## config.mk

```make
export PLATFORM = sky130hd
export DESIGN_NAME = clk_pwr_ctrl
export DESIGN_NICKNAME = d
export VERILOG_FILES = /design/src/rtl/cpc_pkg.sv /design/src/rtl/cpc_clk_div.sv /design/src/rtl/cpc_rst_qual.sv /design/src/rtl/cpc_phase_seq.sv /design/src/rtl/cpc_pwr_fsm.sv /design/src/rtl/clk_pwr_ctrl.sv
export SDC_FILE = /design/constraint.sdc
export NUM_CORES = 1
export LEC_CHECK = 0
export ABC_CLOCK_PERIOD_IN_PS = 2300
export BUFFER_PORTS_ARGS = -buffer_cell sky130_fd_sc_hd__clkbuf_2
export CAP_MARGIN = 30
export CORE_MARGIN = 3
export CORE_UTILIZATION = 35
export DETAILED_ROUTE_END_ITERATION = 12
export GPL_TIMING_DRIVEN = 0
export REMOVE_ABC_BUFFERS = 1
export SLEW_MARGIN = 20
export SYNTH_ARGS = -nofsm -noshare
export SYNTH_HDL_FRONTEND = slang
export SYNTH_HIERARCHICAL = 1
export SYNTH_SLANG_ARGS = --single-unit
```

## constraint.sdc

```tcl
create_clock -name clk_i -period 2.3 [get_ports clk_i]
set_input_delay 0 -clock clk_i [delete_from_list [all_inputs] [get_ports clk_i]]
set_output_delay 0 -clock clk_i [all_outputs]
set_load 0.01 [all_outputs]
```

## src/rtl/cpc_pkg.sv

```systemverilog
package cpc_pkg;
  typedef enum logic [1:0] {
    PM_RUN  = 2'd0,
    PM_IDLE = 2'd1,
    PM_DOWN = 2'd2
  } pmode_e;

  localparam int unsigned FLAG_W = 8;
endpackage

```

## src/rtl/cpc_clk_div.sv

```systemverilog
module cpc_clk_div (
  input  logic clk_i,
  input  logic rst_ni,
  input  logic x2_mode_i,
  input  logic core_rst_i,
  output logic tick_o,
  output logic x2_q_o
);
  logic div_q;
  logic x2_q;

  always_ff @(posedge clk_i or negedge rst_ni) begin
    if (!rst_ni) div_q <= 1'b0;
    else         div_q <= ~div_q;
  end

  // rate latch only follows the pin under internal reset
  always_ff @(posedge clk_i or negedge rst_ni) begin
    if (!rst_ni)         x2_q <= 1'b0;
    else if (core_rst_i) x2_q <= x2_mode_i;
  end

  assign tick_o = x2_q | div_q;
  assign x2_q_o = x2_q;
endmodule

```

## src/rtl/cpc_rst_qual.sv

```systemverilog
module cpc_rst_qual #(
  parameter int unsigned PHASES    = 6,
  parameter int unsigned QUAL_MCYC = 2
) (
  input  logic clk_i,
  input  logic rst_ni,
  input  logic rst_pin_i,
  input  logic tick_i,
  output logic core_rst_o
);
  localparam int unsigned LIMIT = PHASES * QUAL_MCYC;
  localparam int unsigned CW    = $clog2(LIMIT + 1);

  logic [CW-1:0] cnt_q;
  logic          rst_q;

  always_ff @(posedge clk_i or negedge rst_ni) begin
    if (!rst_ni) begin
      cnt_q <= '0;
      rst_q <= 1'b1;
    end else if (!rst_pin_i) begin
      cnt_q <= '0;
      rst_q <= 1'b0;
    end else if (tick_i && !rst_q) begin
      if (cnt_q == CW'(LIMIT - 1)) begin
        cnt_q <= '0;
        rst_q <= 1'b1;
      end else begin
        cnt_q <= cnt_q + 1'b1;
      end
    end
  end

  assign core_rst_o = rst_q;
endmodule

```

## src/rtl/cpc_phase_seq.sv

```systemverilog
module cpc_phase_seq #(
  parameter int unsigned PHASES = 6,
  localparam int unsigned PH_W  = (PHASES > 1) ? $clog2(PHASES) : 1
) (
  input  logic            clk_i,
  input  logic            rst_ni,
  input  logic            clr_i,
  input  logic            adv_i,
  output logic [PH_W-1:0] phase_o,
  output logic            strobe_o
);
  logic [PH_W-1:0] ph_q;
  logic            last;

  assign last = (ph_q == PH_W'(PHASES - 1));

  always_ff @(posedge clk_i or negedge rst_ni) begin
    if (!rst_ni)     ph_q <= '0;
    else if (clr_i)  ph_q <= '0;
    else if (adv_i)  ph_q <= last ? '0 : ph_q + 1'b1;
  end

  assign phase_o  = ph_q;
  assign strobe_o = adv_i & last;
endmodule

```

## src/rtl/cpc_pwr_fsm.sv

```systemverilog
module cpc_pwr_fsm
  import cpc_pkg::*;
(
  input  logic   clk_i,
  input  logic   rst_ni,
  input  logic   core_rst_i,
  input  logic   cpu_tick_i,
  input  logic   idle_req_i,
  input  logic   pdown_req_i,
  input  logic   irq_pend_i,
  output pmode_e mode_o
);
  pmode_e st_q, st_d;

  always_comb begin
    st_d = st_q;
    unique case (st_q)
      PM_RUN: begin
        // power-down wins over idle
        if (cpu_tick_i && pdown_req_i)     st_d = PM_DOWN;
        else if (cpu_tick_i && idle_req_i) st_d = PM_IDLE;
      end
      PM_IDLE: if (irq_pend_i) st_d = PM_RUN;
      PM_DOWN: st_d = PM_DOWN;
      default: st_d = PM_RUN;
    endcase
  end

  always_ff @(posedge clk_i or negedge rst_ni) begin
    if (!rst_ni)         st_q <= PM_RUN;
    else if (core_rst_i) st_q <= PM_RUN;
    else                 st_q <= st_d;
  end

  assign mode_o = st_q;
endmodule

```

## src/rtl/clk_pwr_ctrl.sv

```systemverilog
module clk_pwr_ctrl
  import cpc_pkg::*;
#(
  parameter int unsigned PHASES    = 6,
  parameter int unsigned QUAL_MCYC = 2,
  localparam int unsigned PH_W     = (PHASES > 1) ? $clog2(PHASES) : 1
) (
  input  logic              clk_i,
  input  logic              rst_ni,
  input  logic              rst_pin_i,
  input  logic              x2_mode_i,
  input  logic              idle_req_i,
  input  logic              pdown_req_i,
  input  logic              irq_pend_i,
  output logic              cpu_en_o,
  output logic              periph_en_o,
  output logic              mcycle_o,
  output logic [PH_W-1:0]   phase_o,
  output logic              core_rst_o,
  output logic              port_force_o,
  output logic              ram_clr_o,
  output logic [FLAG_W-1:0] mode_flags_o
);
  logic   tick;
  logic   x2_q;
  logic   core_rst;
  logic   run_ok;
  logic   cpu_en;
  logic   per_en;
  pmode_e mode;

  cpc_clk_div u_div (
    .clk_i      (clk_i),
    .rst_ni     (rst_ni),
    .x2_mode_i  (x2_mode_i),
    .core_rst_i (core_rst),
    .tick_o     (tick),
    .x2_q_o     (x2_q)
  );

  cpc_rst_qual #(
    .PHASES    (PHASES),
    .QUAL_MCYC (QUAL_MCYC)
  ) u_qual (
    .clk_i      (clk_i),
    .rst_ni     (rst_ni),
    .rst_pin_i  (rst_pin_i),
    .tick_i     (tick),
    .core_rst_o (core_rst)
  );

  cpc_pwr_fsm u_fsm (
    .clk_i       (clk_i),
    .rst_ni      (rst_ni),
    .core_rst_i  (core_rst),
    .cpu_tick_i  (cpu_en),
    .idle_req_i  (idle_req_i),
    .pdown_req_i (pdown_req_i),
    .irq_pend_i  (irq_pend_i),
    .mode_o      (mode)
  );

  assign run_ok = tick & ~core_rst;
  assign cpu_en = run_ok & (mode == PM_RUN);
  assign per_en = run_ok & (mode != PM_DOWN);

  cpc_phase_seq #(
    .PHASES (PHASES)
  ) u_seq (
    .clk_i    (clk_i),
    .rst_ni   (rst_ni),
    .clr_i    (core_rst),
    .adv_i    (per_en),
    .phase_o  (phase_o),
    .strobe_o (mcycle_o)
  );

  assign cpu_en_o     = cpu_en;
  assign periph_en_o  = per_en;
  assign core_rst_o   = core_rst;
  // ports go high straight from the pin, before qualification
  assign port_force_o = rst_pin_i | core_rst;
  assign ram_clr_o    = 1'b0;

  always_comb begin
    mode_flags_o    = '0;
    mode_flags_o[0] = (mode == PM_IDLE);
    mode_flags_o[1] = (mode == PM_DOWN);
  end
endmodule

```

==> impl_metrics.tcl <==
set metrics [dict create \
    fin_util_pct 46.04 \
    final_layout_size_suffix_gt1_share_pct 36.90 \
    clk_path_buf_depth 2 \
    rsz0062_at_grt "no" \
    cts.sinks 12 \
    ir_worst_vdd_v 0.0003921 \
    die_h_um 50.18 \
    cp_max_fo 11 \
    reg2reg_depth 4 \
    area_growth_pct 20.15 \
    post-place-ws_ps 887.1 \
    regToRegSetupSlack_ps 910 \
    grt-ovfl-total 0 \
    synthTopCellsByArea "dfrtp_1, buf_4, nand2b_4" \
    path_cells "nand2b_4 -> nor2_1 -> and4b_2 -> clkbuf_2" \
    antenna_found_initial 0 \
    whs_path_depth 3 \
    r2r_end "u_seq/phase_o[1]$_DFFE_PN0P_" \
    start_util_pct 38.32 \
    synthArstFlopShare_pct 100.0 \
    yosysTopAreaCell "dfrtp_1" \
    viasPerCell 4.550 \
    layout_min_cycle_time_ps 1625 \
    end_kind "output pin" \
    core_um2 1783 \
    fin_ws_ps 674.7 \
    holdCritPathClass "input pin to register" \
    synth_top_cell_area_share_pct 40.29 \
    grt_max_degree 13 \
    syn-mean-instance-area_um2 10.84 \
    port_buffers 16 \
    power_density_nw_per_um2 821.0 \
    grt_use_total_pct 9.811 \
    cts_resized 0 \
    static-leakage-power_uw 0.0004056 \
    start_kind "register" \
    ys_seq_area_share_pct 44.14 \
    finClkSkew_ps 3.166 \
    die-area_um2 2518 \
    grt_pass1_wl_um 1890 \
    final_hold_viol_count 0 \
    synth_edf_count 0 \
    min_to "u_fsm/mode_o[0]$_DFFE_PN0P_" \
    syn-cell-area_um2 683.2 \
    cpPeakStageDelay_ps 440 \
    cts.clk_slew.worst_paths_ps 70 \
    cp.arrival_ps 1630 \
    yosys_warnings 6 \
    drcViolationCount 0 \
    first_pass_iters 4 \
    dp_hpwl_um 859.7 \
    netlist_instances 63 \
    finalWirelength_um 1136 \
    fmax_mhz 615.3 \
    clock_latency_ps 260 \
    ys.flop_type "dfrtp_1" \
    maxCapViolCount 0 \
    numCtsBuffers 3 \
    slowest_stage "dfstp_2" \
    yosysMostFrequentCell "dfrtp_1" \
    wl_per_cell_um 10.42 \
    finalSetupViolCount 0 \
    ioPinCount 24 \
    cts_tree "built" \
    grt_pass1_vias 436 \
    synth-seq-cells 12 \
    r2r-start "u_qual/core_rst_o$_DFFE_PN1P_" \
    status "finished clean" \
    cts_root_buf "clkbuf_4" \
    htree_levels 1 \
    final_net_count 93 \
    ys_types 33 \
    min-delay-start "idle_req_i" \
    fin_hold_ws_ps 17.69 \
    vias 496 \
    drv_slew 0 \
    drt_iter0_markers 2 \
    drtAntennaViolNets 0 \
    rows 15 \
    antenna_cells 0 \
    crit_type "register to output pin" \
    routabilityCongestion 0.7998 \
    postCtsSetupBuffers 0 \
    chipWidth_um 50.18 \
    timing.final.crit_share_pct 70.66 \
    setup-tns-final_ps 0 \
    required_ps 2300 \
    yosys-top-cells-count "dfrtp_1, buf_4, a21oi_1" \
]
==> final cells by class <==
cell class                 count  area, µm²
clock buffer                   4      36.28
fill                         181      962.2
inverter                       3      11.26
multi-input combinational     47      340.3
sequential                    12      301.5
tap                           25      31.28
timing repair buffer          18      100.1
==> power by group <==
group	internal, µW	switching (µW)	leakage (µW)	total (µW)
Sequential	250	48.2	0.000147	299
Combinational	111	102	0.000238	213
Clock	96.0	66.3	0.0000210	162
==> worst max-delay path: cells and delay by family, from the launching register on <==
family | cells | cell delay [ps]
flip-flops | 1 | 440
buffers and inverters | 1 | 120
AND/OR/NAND/NOR | 3 | 800
==> metal layers <==
| layer | global-route usage [%] | part of all wire [%] |
|---|---|---|
| met3 | 1.780 | 5.5 |
| met4 | 5.530 | 0.79 |
| met1 | 14.04 | 48 |
| met2 | 13.70 | 45 |
| met5 | 0 | 0 |
==> sequential cells by signal, indices dropped and copies added, names as in the netlist <==
register	count
u_div/x2_q_o	1
u_qual/core_rst_o	1
u_seq/phase_o	3
u_fsm/mode_o	2
u_qual/cnt_q	4
u_div/div_q	1
==> placed cells by master, fill, tap and decap left out, drive strengths merged, types with 3 or more instances in the layout <==
| cell | n |
|---|---|
| nor2 | 4 |
| nand2b | 3 |
| a21oi | 5 |
| inv | 3 |
| clkbuf | 20 |
| conb | 7 |
| dfrtp | 11 |
==> how the worst max path moves through the flow <==
stage | start | endpoint | slack [ps] | cells after the start
2_1_floorplan | u_qual/core_rst_o$_DFFE_PN1P_ | u_seq/phase_o[1]$_DFFE_PN0P_ | 1000 | 4
3_3_place_gp | u_qual/core_rst_o$_DFFE_PN1P_ | u_seq/phase_o[2]$_DFFE_PN0P_ | 920 | 4
3_5_place_dp | u_qual/core_rst_o$_DFFE_PN1P_ | u_seq/phase_o[1]$_DFFE_PN0P_ | 890 | 4
4_1_cts | u_qual/core_rst_o$_DFFE_PN1P_ | mcycle_o | 630 | 4
5_1_grt | u_qual/core_rst_o$_DFFE_PN1P_ | mcycle_o | 550 | 4
6_report | u_qual/core_rst_o$_DFFE_PN1P_ | mcycle_o | 670 | 4
==> kinds of logic after synthesis <==
logic type | share of synthesized area [%]
buffers and inverters | 9.340
adders and majority gates | 1.831
and+or+nand+nor | 26.93
xor gates and xnor gates | 1.282
AOI/OAI and AO/OA | 12.27
muxes | 3.662
DFF | 44.14
other | 0.5489
==> metrics by stage <==
step                      power, µW  instance area (µm²)  cells
after floorplan               437.0                653.1     62
after global placement        509.0                764.5    103
after detailed placement      517.7                764.5    103
after CTS                     686.7                820.8    109
after global routing          718.3                820.8    109
final                         673.8                820.8    109
==> what timing repair did <==
| item | 4_1_cts | 5_1_grt |
|---|---|---|
| setup endpoints to repair | 0 | 0 |
| hold buffers | 2 | 0 |
| hold endpoints to repair | 13 | 0 |
No activity file was read; power rests on OpenSTA's default activity.
